**src/rtl/dma_ag_pkg.sv**
```systemverilog
// Package: shared widths and address helpers for the DMA address generator.
// Assumes wrap values stay below ADDR_W.
package dma_ag_pkg;
    localparam int ADDR_W = 32;
    localparam int WRAP_W = 5;
    localparam int SIZE_W = 2;

    // Byte count of one beat for an encoded width (0,1,2 -> 1,2,4).
    function automatic logic [3:0] beat_bytes(input logic [SIZE_W-1:0] enc);
        beat_bytes = 4'd1 << enc;
    endfunction

    // Merge low bits of the sum into the address, keeping bits at and above the window.
    function automatic logic [ADDR_W-1:0] wrap_add(
        input logic [ADDR_W-1:0] base,
        input logic [ADDR_W-1:0] sum,
        input logic [WRAP_W-1:0] win
    );
        logic [ADDR_W-1:0] keep_low;
        keep_low = (win == '0) ? '1 : ((ADDR_W'(1) << win) - ADDR_W'(1));
        wrap_add = (base & ~keep_low) | (sum & keep_low);
    endfunction
endpackage

```
**src/rtl/dma_ag_side.sv**
```systemverilog
// Module: one address lane (read or write side).
// Captures its settings on load, advances by stride (with optional wrap) on step,
// and adds the end-of-run correction on the final beat.
// Assumes load and step are never high together.
module dma_ag_side
    import dma_ag_pkg::*;
#(
    parameter int AW = ADDR_W,
    parameter int WW = WRAP_W
) (
    input  logic          clk,
    input  logic          rst_n,
    input  logic          load,
    input  logic          step,
    input  logic          final_beat,
    input  logic [AW-1:0] cfg_addr,
    input  logic [AW-1:0] cfg_stride,
    input  logic [WW-1:0] cfg_wrap,
    input  logic [AW-1:0] cfg_fix,
    output logic [AW-1:0] addr_o,
    output logic [WW-1:0] wrap_o
);
    logic [AW-1:0] addr_q, stride_q, fix_q, addr_nxt;
    logic [WW-1:0] wrap_q;

    // Next address: stride inside the wrap window, then the optional correction.
    always_comb begin
        addr_nxt = wrap_add(addr_q, addr_q + stride_q, wrap_q);
        if (final_beat) begin
            addr_nxt = addr_nxt + fix_q;
        end
    end

    // Capture settings at load and update the address on each beat.
    always_ff @(posedge clk) begin
        if (!rst_n) begin
            addr_q   <= '0;
            stride_q <= '0;
            fix_q    <= '0;
            wrap_q   <= '0;
        end else if (load) begin
            addr_q   <= cfg_addr;
            stride_q <= cfg_stride;
            fix_q    <= cfg_fix;
            wrap_q   <= cfg_wrap;
        end else if (step) begin
            addr_q   <= addr_nxt;
        end
    end

    assign addr_o = addr_q;
    assign wrap_o = wrap_q;
endmodule

```
**src/rtl/dma_ag_loopctl.sv**
```systemverilog
// Module: inner/outer loop counters and channel state.
// Counts bytes per inner loop and inner loops per run, and produces the
// load/step/final strobes for the address lanes.
// Assumes byte count is a non-zero multiple of the beat width and loop count >= 1.
module dma_ag_loopctl
    import dma_ag_pkg::*;
#(
    parameter int NBW = 16,
    parameter int ITW = 16,
    parameter int SW  = SIZE_W
) (
    input  logic           clk,
    input  logic           rst_n,
    input  logic           start,
    input  logic           beat_done,
    input  logic [SW-1:0]  cfg_src_size,
    input  logic [SW-1:0]  cfg_dst_size,
    input  logic [NBW-1:0] cfg_loop_bytes,
    input  logic [ITW-1:0] cfg_loop_count,
    output logic           load,
    output logic           step,
    output logic           final_beat,
    output logic           busy,
    output logic           minor_end,
    output logic           major_end,
    output logic [SW-1:0]  xfer_size
);
    logic           busy_q, minor_q, major_q;
    logic [SW-1:0]  size_q, size_pick;
    logic [NBW-1:0] rem_q, nbytes_q, step_bytes;
    logic [ITW-1:0] iter_q, iter_init_q;
    logic           last_minor;

    // Pick the wider of the two encoded widths for the run.
    assign size_pick  = (cfg_src_size > cfg_dst_size) ? cfg_src_size : cfg_dst_size;
    // Strobes seen by the lanes.
    assign step_bytes = NBW'(beat_bytes(size_q));
    assign load       = start && !busy_q;
    assign step       = beat_done && busy_q;
    assign last_minor = rem_q <= step_bytes;
    assign final_beat = step && last_minor && (iter_q == ITW'(1));

    // Loop counters, run state and registered end-of-loop pulses.
    always_ff @(posedge clk) begin
        if (!rst_n) begin
            busy_q      <= 1'b0;
            minor_q     <= 1'b0;
            major_q     <= 1'b0;
            size_q      <= '0;
            rem_q       <= '0;
            nbytes_q    <= '0;
            iter_q      <= '0;
            iter_init_q <= '0;
        end else begin
            minor_q <= 1'b0;
            major_q <= 1'b0;
            if (load) begin
                busy_q      <= 1'b1;
                size_q      <= size_pick;
                rem_q       <= cfg_loop_bytes;
                nbytes_q    <= cfg_loop_bytes;
                iter_q      <= cfg_loop_count;
                iter_init_q <= cfg_loop_count;
            end else if (step) begin
                if (last_minor) begin
                    minor_q <= 1'b1;
                    rem_q   <= nbytes_q;
                    if (final_beat) begin
                        major_q <= 1'b1;
                        busy_q  <= 1'b0;
                        iter_q  <= iter_init_q;
                    end else begin
                        iter_q  <= iter_q - ITW'(1);
                    end
                end else begin
                    rem_q <= rem_q - step_bytes;
                end
            end
        end
    end

    assign busy      = busy_q;
    assign minor_end = minor_q;
    assign major_end = major_q;
    assign xfer_size = size_q;
endmodule

```
**src/rtl/dma_addr_gen.sv**
```systemverilog
// Module: DMA channel address generator (top).
// Joins the loop controller with one address lane per side, chosen by a generate loop.
// Assumes configuration meets the rules in the brief when start is pulsed.
module dma_addr_gen
    import dma_ag_pkg::*;
#(
    parameter int AW  = ADDR_W,
    parameter int WW  = WRAP_W,
    parameter int SW  = SIZE_W,
    parameter int NBW = 16,
    parameter int ITW = 16
) (
    input  logic           clk,
    input  logic           rst_n,
    input  logic           start,
    input  logic           beat_done,
    input  logic [AW-1:0]  cfg_src_addr,
    input  logic [SW-1:0]  cfg_src_size,
    input  logic [AW-1:0]  cfg_src_stride,
    input  logic [WW-1:0]  cfg_src_wrap,
    input  logic [AW-1:0]  cfg_src_fix,
    input  logic [AW-1:0]  cfg_dst_addr,
    input  logic [SW-1:0]  cfg_dst_size,
    input  logic [AW-1:0]  cfg_dst_stride,
    input  logic [WW-1:0]  cfg_dst_wrap,
    input  logic [AW-1:0]  cfg_dst_fix,
    input  logic [NBW-1:0] cfg_loop_bytes,
    input  logic [ITW-1:0] cfg_loop_count,
    output logic [AW-1:0]  src_addr,
    output logic [AW-1:0]  dst_addr,
    output logic [SW-1:0]  xfer_size,
    output logic           busy,
    output logic           minor_end,
    output logic           major_end
);
    localparam int LANES = 2;

    logic load, step, final_beat;
    logic [AW-1:0] lane_addr   [LANES];
    logic [AW-1:0] lane_stride [LANES];
    logic [AW-1:0] lane_fix    [LANES];
    logic [AW-1:0] lane_out    [LANES];
    logic [WW-1:0] lane_wrap   [LANES];
    logic [WW-1:0] lane_wrap_q [LANES];
    logic [WW-1:0] src_wrap_q, dst_wrap_q;

    // Gather per-side settings into lane arrays (0 = read side, 1 = write side).
    always_comb begin
        lane_addr[0]   = cfg_src_addr;
        lane_stride[0] = cfg_src_stride;
        lane_fix[0]    = cfg_src_fix;
        lane_wrap[0]   = cfg_src_wrap;
        lane_addr[1]   = cfg_dst_addr;
        lane_stride[1] = cfg_dst_stride;
        lane_fix[1]    = cfg_dst_fix;
        lane_wrap[1]   = cfg_dst_wrap;
    end

    dma_ag_loopctl #(.NBW(NBW), .ITW(ITW), .SW(SW)) u_loop (
        .clk(clk), .rst_n(rst_n), .start(start), .beat_done(beat_done),
        .cfg_src_size(cfg_src_size), .cfg_dst_size(cfg_dst_size),
        .cfg_loop_bytes(cfg_loop_bytes), .cfg_loop_count(cfg_loop_count),
        .load(load), .step(step), .final_beat(final_beat), .busy(busy),
        .minor_end(minor_end), .major_end(major_end), .xfer_size(xfer_size)
    );

    for (genvar g = 0; g < LANES; g++) begin : g_lane
        dma_ag_side #(.AW(AW), .WW(WW)) u_side (
            .clk(clk), .rst_n(rst_n), .load(load), .step(step),
            .final_beat(final_beat), .cfg_addr(lane_addr[g]),
            .cfg_stride(lane_stride[g]), .cfg_wrap(lane_wrap[g]),
            .cfg_fix(lane_fix[g]), .addr_o(lane_out[g]), .wrap_o(lane_wrap_q[g])
        );
    end

    assign src_addr   = lane_out[0];
    assign dst_addr   = lane_out[1];
    assign src_wrap_q = lane_wrap_q[0];
    assign dst_wrap_q = lane_wrap_q[1];
endmodule

```
**config.mk**
```make
export PLATFORM = sky130hd
export DESIGN_NAME = dma_addr_gen
export DESIGN_NICKNAME = d
export VERILOG_FILES = /design/src/rtl/dma_ag_pkg.sv /design/src/rtl/dma_ag_side.sv /design/src/rtl/dma_ag_loopctl.sv /design/src/rtl/dma_addr_gen.sv
export SDC_FILE = /design/constraint.sdc
export NUM_CORES = 1
export LEC_CHECK = 0
export ABC_CLOCK_PERIOD_IN_PS = 7800
export BUFFER_PORTS_ARGS = -buffer_cell sky130_fd_sc_hd__buf_2
export CAP_MARGIN = 10
export CORE_UTILIZATION = 25
export DETAILED_ROUTE_END_ITERATION = 6
export PLACE_DENSITY_LB_ADDON = 0.15
export SKIP_CTS_REPAIR_TIMING = 1
export SLEW_MARGIN = 20
export SYNTH_ARGS = -nofsm -noshare
export SYNTH_HDL_FRONTEND = slang
export SYNTH_SLANG_ARGS = --single-unit
export TNS_END_PERCENT = 100
```
**constraint.sdc**
```tcl
create_clock -name clk -period 7.8 [get_ports clk]
set_input_delay 0.39 -clock clk [delete_from_list [all_inputs] [get_ports clk]]
set_output_delay 0.39 -clock clk [all_outputs]
set_load 0.01 [all_outputs]
```
# Yosys cells after proc, flatten, opt, wreduce, memory -nomap -nowiden
# Index checks and enable logic that the tools add are counted.
[word_totals]
register_bits = 271
latchBits = 0
mem_bits_rw = 0
rom_bits = 0
inputBits = 242
out_inout_bits = 69
wordCells = 77
n_memories = 0
[classes]
addsub = 8
mul = 0
n_div = 0
n_lt_le_gt_ge = 2
eq_ne = 1
shift = 3
n_mux = 22
bitwise_logic = 11
n_reduce_logical = 14
[op_table]
columns = ["operator", "n"]
rows = [
  ["$mux W32", 8],
  ["$add A32 B32 Y32", 4],
  ["$and A32 B32 Y32", 4],
  ["$mux W16", 7],
  ["$not A32 Y32", 2],
  ["$or A32 B32 Y32", 2],
  ["$shl A1 B5 Y32 const A", 2],
  ["$sub A32 B1 Y32 const B", 2],
  ["$eq A16 B1 Y1 const B", 1],
  ["$le A16 B4 Y1", 1],
  ["$sub A16 B1 Y16 const B", 1],
  ["$sub A16 B4 Y16", 1],
  ["$logic_not A5 Y1", 2],
  ["$mux W1", 6],
  ["$reduce_bool A2 Y1", 3],
  ["$logic_and A1 B1 Y1", 4],
  ["$reduce_or A4 Y1", 1],
  ["$shl A1 B2 Y4 const A", 1],
  ["$not A1 Y1", 3],
  ["$reduce_and A3 Y1", 1],
  ["$reduce_or A3 Y1", 1],
  ["$gt A2 B2 Y1", 1],
  ["$mux W2", 1],
  ["$reduce_and A2 Y1", 1],
  ["$logic_not A1 Y1", 1],
]

# Depth between registers and ports, before layout
# Gate-level depths: netlist (run 1).
[logic_depth]
depth_word = 10
mapped_depth = 25

# By module
# From an unflattened synthesis (run 1), not the netlist that was laid out.
[hier_totals]
cells_unflattened = 2736
area_unflattened_um2 = 20921.3
[by_module_without_submodules]
columns = ["mod", "n_inst", "cells_each", "area_each_um2", "seq_area_each_um2"]
rows = [
  ["dma_ag_side (g_lane[1].u_side)", 1, 1134, 8565.7, 2021.9],
  ["dma_ag_side (g_lane[0].u_side)", 1, 1101, 8460.6, 2021.9],
  ["dma_ag_loopctl", 1, 501, 3895.0, 1381.3],
]

# Worst setup path before layout (run 1)
# OpenSTA, ideal clock, no wires.
[synth_path]
path_kind = "register to register"
startpoint = "reg g_lane[1].u_side.wrap_q[2]"
endpoint = "reg g_lane[1].u_side.addr_q[31]"
setup_time_ns = 0.129
arrival_time_ns = 4.946
required_time_ns = 7.671
setup_slack_ns = 2.725
stages_incl_launch_ff = 22
period_less_slack_ns = 5.075
cell_sequence = "dfxtp_1 > or3_1 > nor3_1 > inv_1 > ha_1 > nor2b_1 > a21oi_1 > nor3_1 > a21oi_1 > o21ai_0 > mux2_2 > ha_1 > a21o_1 > a211o_1 > a32o_1 > a32oi_1 > o31ai_1 > nor4_1 > a311oi_2 > and3_1 > nor4_1 > nor3b_2"
[synth_via]
elab_chain_cells = 10
elab_cells_between_ends = 12
cone_classes = "add/sub (2); shift (1); mux (4); bitwise (4); reduce/logical (1)"
[synth_lines]
columns = ["item", "line", "source"]
rows = [
  ["from (decl)", "dma_ag_side.sv:24", "logic [WW-1:0] wrap_q;"],
  ["from (signal assigned)", "dma_ag_side.sv:45", "wrap_q <= cfg_wrap;"],
  ["$shl A1 B5 Y32", "dma_ag_pkg.sv:20", "keep_low = (win == '0) ? '1 : ((ADDR_W'(1) << win) - ADDR_W'(1));"],
  ["$sub A32 B1 Y32", "dma_ag_pkg.sv:20", ""],
  ["$mux W32 (*)", "dma_ag_pkg.sv:20", ""],
  ["$not A32 Y32", "dma_ag_pkg.sv:21", "wrap_add = (base & ~keep_low) | (sum & keep_low);"],
  ["$and A32 B32 Y32", "dma_ag_pkg.sv:21", ""],
  ["$or A32 B32 Y32 (*)", "dma_ag_pkg.sv:21", ""],
  ["$add A32 B32 Y32", "dma_ag_side.sv:30", "addr_nxt = addr_nxt + fix_q;"],
  ["$mux W32 (*)", "dma_ag_side.sv:29", "if (final_beat) begin"],
  ["$mux W32 (*)", "dma_ag_side.sv:46", "end else if (step) begin"],
  ["$mux W32 (*)", "dma_ag_side.sv:41", "end else if (load) begin"],
  ["to (signal assigned)", "dma_ag_side.sv:42", "addr_q <= cfg_addr;"],
  ["to (signal assigned)", "dma_ag_side.sv:47", "addr_q <= addr_nxt;"],
  ["to (decl)", "dma_ag_side.sv:23", "logic [AW-1:0] addr_q, stride_q, fix_q, addr_nxt;"],
]
# Every way passes the cells marked *; elsewhere a longest branch is shown, timed or not. The select of a mux whose other input is x is not followed.
# A chain may end at the register's enable or synchronous reset.

# Worst setup path after layout (run 1)
[layout_path]
startpoint = "reg g_lane[1].u_side.wrap_q[1]"
endpoint = "reg g_lane[1].u_side.addr_q[31]"
# The elaborated chain is that of the path after synthesis.

==> results.toml, run 1 <==
[placed_design]
place_congestion = 0.877
dp_hpwl_um = 61500
port-buffer-count = 310

[die]
die_w_um = 287
core_um2 = 80500
die_h_um = 287
die_area_um2 = 82400
boundaryPins = 311
start_util_pct = 25.2
rows = 104

[synth]
ys_types = 78
netlist_instances = 2782
ys_warn_count = 0
synth_edf_count = 0
ys.flop_type = "dfxtp_1"
avgSynthCellArea_um2 = 7.31
synth_nets = 3174
synth-async-reset-ratio_pct = 0
syn-cell-area_um2 = 20300
seq_area_frac_synth_pct = 26.7
synth_seq_cells = 271

[drt]
num_vias = 20800
remaining_drc_errors = 0
wl_per_cell_um = 20.0
drt-initial-drc-count = 1272
via_per_inst = 5.08
wirelength_um = 81900
dr.pass1.iters = 5
ant_nets = 0

[pwr]
peakVddDrop_uv = 109
power_density_nw_per_um2 = 198
p_leak_uw = 0.0105

[critical_path]
start_kind = "register"
required_ns = 8.24
crit_path_end_kind = "register"
reg2reg_to = "g_lane[1].u_side.addr_o[31]$_SDFFE_PN0P_"
r2r_cells = 21
r2r_slack_ns = 1.16
cp_max_fo = 23
crit-reg2reg-launch = "g_lane[1].u_side.wrap_o[1]$_SDFFE_PN0P_"
worstSetupPathType = "reg -> reg"
arrival_ns = 7.08

[layout]
final_util_pct = 30.0
nNetsFinal = 3391
area_growth_pct = 19.0
final_common_cell = "nand2_1"
final_cell_mix = "nand2_1 (600), buf_2 (309), dfxtp_1 (271), a21oi_1 (226), a21boi_0 (207)"
layout-drive-gt1-share_pct = 15.0
diodes = 0

[sta]
finalSetupViolCount = 0
hold_violations = 0
period_share_pct = 85.1
rsz0062_at_grt = "no"
min_period_ns = 6.64
final_max_slew_viol_count = 0
max_freq_mhz = 151
skew_ns = 0.0134
tightest_slew_ns = 1.03
whs_ns = 0.0709
setup_tns_ns = 0
relSlewSlack_pct = 31.0

[min_path]
min_path_type = "in -> reg"
hold_depth = 3
min_to = "g_lane[1].u_side.stride_q[14]$_SDFFE_PN0P_"
hp-start = "cfg_dst_stride[14]"

[clock_tree]
insertion_delay_ns = 0.56
clockRootBuffer = "clkbuf_16"
clockBufferDepth = 3
cts_tree = "yes"
clock_sinks = 271
numCtsBuffers = 39
cts_htree_levels = 2
clkSlewWorstSetupHoldPaths_ns = 0.06

[grt]
grt.total_usage_pct = 19.3
grt_max_degree = 144
grt_pass1_wl_um = 123000
antenna_found_initial = 1
gr-total-overflow = 0
grt_pass1_vias = 19700

[status]
status = "finished clean"

[job]
cap_violations = 0
-- synthesized netlist by cell type (all sizes together), types with 6 or more instances --
library cell	count	share of area [%]
and2	32	0.98
ha	145	8.9
inv	64	1.2
a21oi	226	5.6
nor2	172	3.2
a221oi	11	0.47
a211oi	25	0.92
o211ai	25	0.92
o21ai	187	4.6
a211o	6	0.26
nand4	13	0.40
o21bai	14	0.52
nor4	18	0.55
mux2i	9	0.44
and3	15	0.46
buf	24	0.55
or3	13	0.40
a21o	65	2.4
o32ai	7	0.30
o221ai	25	1.1
o22ai	18	0.55
a31oi	31	0.95
or4	6	0.28
nand2b	17	0.52
xnor2	55	2.4
o2111ai	6	0.26
or2	6	0.18
xor2	42	1.8
dfxtp	271	27
o21a	27	1.0
clkbuf	137	2.5
a21boi	208	7.7
o31ai	17	0.65
nor3	53	1.4
and4	9	0.39
a22oi	7	0.26
nor2b	32	0.98
nand3	34	0.84
nand2	602	11
mux2	24	1.3
o41ai	10	0.43
-- worst max-delay path, cell delays in order, from the launching register on --
cell and delay [ns]:
dfxtp_1 0.52, or3_1 0.54, nor3_1 0.55, inv_1 0.20, ha_1 0.53, nor2b_1 0.48, a21oi_1 0.13, nor3_1 0.16
a21oi_1 0.05, o21ai_0 0.25, mux2_2 0.38, ha_1 0.34, a21o_1 0.18, a211o_1 0.30, a32o_1 0.23, a32oi_1 0.38
o31ai_1 0.25, nor4_1 0.35, a311oi_2 0.07, and3_1 0.23, nor4_1 0.29, nor3b_2 0.08
-- registers in the layout (all words and copies together), names as in the netlist, 2 cells and up --
name	count
g_lane.u_side.addr_o	64
g_lane.u_side.fix_q	64
g_lane.u_side.stride_q	64
g_lane.u_side.wrap_o	10
u_loop.iter_init_q	16
u_loop.iter_q	16
u_loop.nbytes_q	16
u_loop.rem_q	16
u_loop.xfer_size	2
-- power by group --
group / switching (uW) / internal [uW]
clock network: 719 / 1170
logic: 817 / 512
registers: 104 / 1480
-- cell type report --
class | instances | area [um2]
Multi-Input combinational cell | 2285 | 14100
Fill cell | 8887 | 56400
Clock buffer | 61 | 1220
Inverter | 65 | 244
Sequential cell | 271 | 5430
Tap cell | 1060 | 1330
Timing Repair Buffer | 337 | 1770
Clock inverter | 8 | 118
-- worst max-delay path by stage --
stage                                                 start                                       end
floorplan           g_lane[1].u_side.wrap_o[2]$_SDFFE_PN0P_  g_lane[1].u_side.addr_o[31]$_SDFFE_PN0P_
global placement    g_lane[1].u_side.wrap_o[1]$_SDFFE_PN0P_  g_lane[1].u_side.addr_o[28]$_SDFFE_PN0P_
detailed placement  g_lane[1].u_side.wrap_o[1]$_SDFFE_PN0P_  g_lane[1].u_side.addr_o[28]$_SDFFE_PN0P_
CTS                 g_lane[1].u_side.wrap_o[1]$_SDFFE_PN0P_  g_lane[1].u_side.addr_o[28]$_SDFFE_PN0P_
global route        g_lane[1].u_side.wrap_o[1]$_SDFFE_PN0P_  g_lane[1].u_side.addr_o[28]$_SDFFE_PN0P_
finish              g_lane[1].u_side.wrap_o[1]$_SDFFE_PN0P_  g_lane[1].u_side.addr_o[31]$_SDFFE_PN0P_
-- cell families after synthesis --
| kind of cell | synth area share, % |
|---|---|
| and+or+nand+nor | 22.2 |
| AOI/OAI and AO/OA | 31.5 |
| DFF | 26.7 |
| buffers and inverters | 4.29 |
| adders and majority gates | 9.42 |
| xor gates and xnor gates | 4.18 |
| muxes | 1.77 |
-- routing by layer --
metal | up-vias | GRT usage, % | part of all wire, %
met5 | - | 0 | 0.013
met4 | 2 | 5.11 | 2.4
met3 | 96 | 3.05 | 4.7
met2 | 455 | 30.0 | 44
met1 | 9822 | 27.5 | 49
li1 | 10400 | - | -
-- through the flow --
step,cells,cell area [um2],power (uW),worst slack [ns]
after floorplan,2782,20300,2490,2.73
after global placement,4018,22800,2950,1.41
after detailed placement,4018,22800,2950,1.34
after CTS,4087,24200,4880,1.32
after global routing,4087,24200,5080,0.483
final,4087,24200,4800,1.16
No activity file was read; power rests on OpenSTA's default activity.
==> run 2, diff against run 1 <==
--- a/config.mk
+++ b/config.mk
@@ -5,7 +5,7 @@
 export SDC_FILE = /design/constraint.sdc
 export NUM_CORES = 1
 export LEC_CHECK = 0
-export ABC_CLOCK_PERIOD_IN_PS = 7800
+export ABC_CLOCK_PERIOD_IN_PS = 8000
 export BUFFER_PORTS_ARGS = -buffer_cell sky130_fd_sc_hd__buf_2
 export CAP_MARGIN = 10
 export CORE_UTILIZATION = 25
==> constraint.sdc (replaced) <==
create_clock -name clk -period 8 [get_ports clk]
set_input_delay 0.4 -clock clk [delete_from_list [all_inputs] [get_ports clk]]
set_output_delay 0.4 -clock clk [all_outputs]
set_load 0.01 [all_outputs]
==> results.toml, run 2 (same netlist as run 1, synthesis figures left out) <==
[drt]
dr.pass1.iters = 5
num_vias = 20700
ant_nets = 0
remaining_drc_errors = 0
drt-initial-drc-count = 1361
wirelength_um = 82000
wl_per_cell_um = 20.1
via_per_inst = 5.07

[clock_tree]
clockRootBuffer = "clkbuf_16"
insertion_delay_ns = 0.58
clock_sinks = 271
clkSlewWorstSetupHoldPaths_ns = 0.06
numCtsBuffers = 39
clockBufferDepth = 3
cts_htree_levels = 2
cts_tree = "yes"

[grt]
gr-total-overflow = 0
antenna_found_initial = 4
grt_max_degree = 163
grt.total_usage_pct = 19.3
grt_pass1_wl_um = 123000
grt_pass1_vias = 19400

[critical_path]
crit_buf_inv = 1
r2r_cells = 21
cp_max_fo = 23
reg2reg_to = "g_lane[0].u_side.addr_o[30]$_SDFFE_PN0P_"
start_kind = "register"
r2r_slack_ns = 1.30
worstSetupPathType = "reg -> reg"
max_stage_delay_ns = 0.53
crit_family = "simple AND/OR/NAND/NOR gates"
crit_path_end_kind = "register"
cp_slowest_cell = "dfxtp_1"
crit-reg2reg-launch = "g_lane[0].u_side.wrap_o[2]$_SDFFE_PN0P_"
cp_cell_sequence = "nor2_1 > nand2_1 > nor2_1 > clkinv_1 > ha_1 > nor2b_1 > a21oi_1 > nor3_1 > a21oi_1 > o21ai_0 > mux2_2 > ha_1 > nand4_1 > or3_1 > o21ai_0 > a22oi_1 > o21ai_0 > a311oi_1 > xnor2_1 > nor2_1 > o31ai_1"
arrival_ns = 7.17
required_ns = 8.47

[sta]
hold_violations = 0
max_freq_mhz = 149
finalSetupViolCount = 0
min_period_ns = 6.70
tightest_slew_ns = 1.01
rsz0062_at_grt = "no"
setup_tns_ns = 0
skew_ns = 0.0256
period_share_pct = 83.7
final_max_slew_viol_count = 0
relSlewSlack_pct = 31.7

[die]
rows = 104
die_area_um2 = 82400
die_w_um = 287
boundaryPins = 311
core_um2 = 80500
die_h_um = 287
start_util_pct = 25.2

[job]
cap_violations = 0

[placed_design]
dp_hpwl_um = 61300
dpl.cell_count = 4016
port-buffer-count = 310
place_congestion = 0.889

[layout]
fillers = 8926
multiInputGateArea_um2 = 14100
final_cell_mix = "nand2_1 (600), buf_2 (309), dfxtp_1 (271), a21oi_1 (226), a21boi_0 (207)"
nNetsFinal = 3389
register_area_um2 = 5430
final_common_cell = "nand2_1"
stdcell_count = 4082
layout-drive-gt1-share_pct = 14.8
area_growth_pct = 18.4

[status]
status = "finished clean"

[pwr]
peakVddDrop_uv = 128
power_density_nw_per_um2 = 190
p_leak_uw = 0.0104

[min_path]
hold_depth = 3
min_to = "g_lane[1].u_side.stride_q[14]$_SDFFE_PN0P_"
min_path_type = "in -> reg"
hp-start = "cfg_dst_stride[14]"
==> run 2: changes by cell type in the layout (fill, tap and decap cells not counted), moves of 2 or more <==
cell / delta
clkbuf_8: -6
clkinv_2: +2
clkbuf_16: -2
buf_4: -2
inv_6: +3
==> run 2: final cells by class <==
cell class	count	area share, %
Timing Repair Buffer	335	7.30
Antenna cell	1	0.0104
Tap cell	1060	5.51
Inverter	65	1.01
Sequential cell	271	22.5
Multi-Input combinational cell	2285	58.5
Clock buffer	52	4.51
Clock inverter	13	0.645
==> run 2: metal layers <==
| metal | share of wire (%) | vias up | wire length [um] | global-route usage [%] |
|---|---|---|---|---|
| li1 | - | 10400 | - | - |
| met1 | 49 | 9762 | 39900 | 27.3 |
| met2 | 44 | 435 | 36100 | 30.0 |
| met3 | 4.8 | 96 | 3920 | 3.22 |
| met4 | 2.6 | 4 | 2100 | 5.28 |
| met5 | 0.027 | - | 22 | 0 |
==> run 2: power breakdown <==
group	switching, uW	total (uW)	internal, uW	leakage (uW)
registers	102	1540	1440	0.00222
logic	796	1300	499	0.00758
clock network	697	1740	1040	0.000616
total	1600	4580	2980	0.0104
==> run 2: worst max path at each step <==
stage,cells past startpoint,slack (ns),start,to
global route,20,0.69,g_lane[1].u_side.wrap_o[1]$_SDFFE_PN0P_,g_lane[1].u_side.addr_o[28]$_SDFFE_PN0P_
finish,21,1.30,g_lane[0].u_side.wrap_o[2]$_SDFFE_PN0P_,g_lane[0].u_side.addr_o[30]$_SDFFE_PN0P_
CTS,21,1.46,g_lane[0].u_side.wrap_o[2]$_SDFFE_PN0P_,g_lane[0].u_side.addr_o[30]$_SDFFE_PN0P_
floorplan,21,2.93,g_lane[1].u_side.wrap_o[2]$_SDFFE_PN0P_,g_lane[1].u_side.addr_o[31]$_SDFFE_PN0P_
detailed placement,21,1.50,g_lane[0].u_side.wrap_o[2]$_SDFFE_PN0P_,g_lane[0].u_side.addr_o[30]$_SDFFE_PN0P_
global placement,21,1.61,g_lane[0].u_side.wrap_o[2]$_SDFFE_PN0P_,g_lane[0].u_side.addr_o[30]$_SDFFE_PN0P_
==> run 2: worst reg2reg max path: stages (launching register included) <==
cell and delay [ns]:
dfxtp_1 0.53, nor2_1 0.50, nand2_1 0.22, nor2_1 0.32
clkinv_1 0.29, ha_1 0.52, nor2b_1 0.46, a21oi_1 0.13
nor3_1 0.16, a21oi_1 0.07, o21ai_0 0.30, mux2_2 0.39
ha_1 0.38, nand4_1 0.16, or3_1 0.36, o21ai_0 0.40
a22oi_1 0.28, o21ai_0 0.46, a311oi_1 0.19, xnor2_1 0.18
nor2_1 0.06, o31ai_1 0.26
==> run 2: through the flow <==
step,setup WS [ns],total power [uW],area (um2),hold WS (ns),util [%]
6_report,1.30,4580,24100,0.0776,29.9
3_3_place_gp,1.61,2880,22800,0.455,28.3
2_1_floorplan,2.93,2420,20300,0.443,-
4_1_cts,1.46,4650,24100,0.0431,29.9
5_1_grt,0.686,4860,24100,0.0521,29.9
3_5_place_dp,1.50,2870,22800,0.461,28.3
==> run 3, diff against run 2 <==
--- a/config.mk
+++ b/config.mk
@@ -5,7 +5,7 @@
 export SDC_FILE = /design/constraint.sdc
 export NUM_CORES = 1
 export LEC_CHECK = 0
-export ABC_CLOCK_PERIOD_IN_PS = 8000
+export ABC_CLOCK_PERIOD_IN_PS = 5800
 export BUFFER_PORTS_ARGS = -buffer_cell sky130_fd_sc_hd__buf_2
 export CAP_MARGIN = 10
 export CORE_UTILIZATION = 25
==> constraint.sdc (replaced) <==
create_clock -name clk -period 5.8 [get_ports clk]
set_input_delay 0.29 -clock clk [delete_from_list [all_inputs] [get_ports clk]]
set_output_delay 0.29 -clock clk [all_outputs]
set_load 0.01 [all_outputs]
==> results.toml, run 3 (same netlist as run 1, synthesis figures left out) <==
[critical_path]
start_kind = "register"
required_ns = 6.25
r2r_cells = 20
arrival_ns = 5.87
crit_path_end_kind = "register"
worstSetupPathType = "reg -> reg"
r2r_slack_ns = 0.39
cp_max_fo = 6

[drt]
wirelength_um = 83900
dr.pass1.iters = 5
ant_nets = 0
via_per_inst = 5.03
num_vias = 21100
remaining_drc_errors = 0
wl_per_cell_um = 20.0
drt-initial-drc-count = 1385

[die]
rows = 104
start_util_pct = 25.2
die_w_um = 287
die_area_um2 = 82400
die_h_um = 287
boundaryPins = 311
core_um2 = 80500

[clock_tree]
clockBufferDepth = 3
clockRootBuffer = "clkbuf_16"
clkSlewWorstSetupHoldPaths_ns = 0.06
numCtsBuffers = 39
clock_sinks = 271
cts_htree_levels = 2
insertion_delay_ns = 0.56
cts_tree = "yes"

[pwr]
p_leak_uw = 0.0110
pwr-share-clk_pct = 40.7
internal_power_uw = 4490
power_switching_uw = 2240
finalPower_uw = 6730
peakVddDrop_uv = 145
p_comb_share_pct = 28.0
p_sw_share_pct = 33.3
seq_power_share_pct = 31.4
power_density_nw_per_um2 = 267

[layout]
stdcell_count = 4190
nNetsFinal = 3494
diodes = 0
final_cell_mix = "nand2_1 (600), buf_2 (309), dfxtp_1 (271), a21oi_1 (226), a21boi_0 (207)"
layout-drive-gt1-share_pct = 15.9
final_common_cell = "nand2_1"
area_growth_pct = 24.3

[grt]
grt_pass1_vias = 19700
grt_max_degree = 141
gr-total-overflow = 0
grt_pass1_wl_um = 124000
grt.total_usage_pct = 19.7
antenna_found_initial = 1

[sta]
worst_slack_ns = 0.385
final_max_slew_viol_count = 0
tightest_slew_ns = 1.00
min_period_ns = 5.41
finalSetupViolCount = 0
rsz0062_at_grt = "no"
relSlewSlack_pct = 32.9
period_share_pct = 93.4
hold_violations = 9
max_freq_mhz = 185
setup_tns_ns = 0
skew_ns = 0.0240
whs_ns = -0.0128

[job]
cap_violations = 0

[placed_design]
place_congestion = 0.882
dpl.cell_count = 4055
place_ws_ns = 0.319
dp_hpwl_um = 63700
port-buffer-count = 310

[status]
failed_checks = "hold timing"
status = "complete, but fails checks"

[min_path]
min_path_type = "in -> reg"
hold_depth = 3
run 3: changes by cell type in the layout (fill, tap and decap cells not counted), sizes merged, moves of 2 or more:
cell | before | now
dlygate4sd3 | 0 | 66
buf | 335 | 374
inv | 67 | 64
clkinvlp | 0 | 2
clkinv | 8 | 6
bufinv | 3 | 9
run 3: area by class of cell:
class	count	area, um2
fillers	8804	55300
multi-input cells	2285	14100
flip-flops and latches	271	5430
repair buffers	440	2720
well taps	1060	1330
clock buffers	53	1130
clock inverters	16	310
inverters	65	244
run 3: power groups by stage:
stage / Combinational [uW] / Sequential, uW / Clock [uW]
global route: 2090 / 2130 / 2900
CTS: 1850 / 2120 / 2830
finish: 1880 / 2110 / 2740
floorplan: 1230 / 2120 / 0
global placement: 1850 / 2160 / 0
detailed placement: 1840 / 2160 / 0
run 3: worst paths after layout:
| path | start | to |
|---|---|---|
| worst min register to register | u_loop.nbytes_q[4]$_SDFFE_PN0P_ | u_loop.nbytes_q[4]$_SDFFE_PN0P_ |
| worst min-delay path | cfg_dst_stride[17] | g_lane[1].u_side.stride_q[17]$_SDFFE_PN0P_ |
| worst max register to register | g_lane[1].u_side.addr_o[6]$_SDFFE_PN0P_ | g_lane[1].u_side.addr_o[28]$_SDFFE_PN0P_ |
| worst max-delay path | g_lane[1].u_side.addr_o[6]$_SDFFE_PN0P_ | g_lane[1].u_side.addr_o[28]$_SDFFE_PN0P_ |
run 3: critical path: stages (launching register included):
cell and delay [ns]:
dfxtp_1 0.33, ha_1 0.36, a2111oi_0 0.36, o21ai_0 0.25
nand2_1 0.16, o21a_1 0.15, o21ai_0 0.15, a31oi_1 0.47
xnor2_1 0.11, mux2_2 0.29, ha_1 0.35, a21o_1 0.20
a21o_1 0.17, a221oi_1 0.39, nor2_1 0.22, o21ai_0 0.25
a31oi_1 0.17, a221oi_1 0.39, xnor2_1 0.17, nor2_1 0.06
o41ai_1 0.30
run 3: stage by stage:
step | utilization [%] | area (um2) | hold WS [ns]
3_3_place_gp | 28.7 | 23100 | 0.456
3_5_place_dp | 28.7 | 23100 | 0.460
6_report | 31.4 | 25300 | -0.0128
4_1_cts | 30.5 | 24600 | -0.0628
2_1_floorplan | - | 20300 | 0.435
5_1_grt | 31.4 | 25300 | 0.000862
run 3: metal layers:
metal | up-vias | GRT usage (%) | share of wire (%)
met3 | 92 | 2.57 | 4.3
li1 | 10600 | - | -
met4 | 2 | 5.77 | 2.6
met5 | - | 0 | 0.020
met2 | 468 | 31.3 | 45
met1 | 9905 | 27.5 | 48
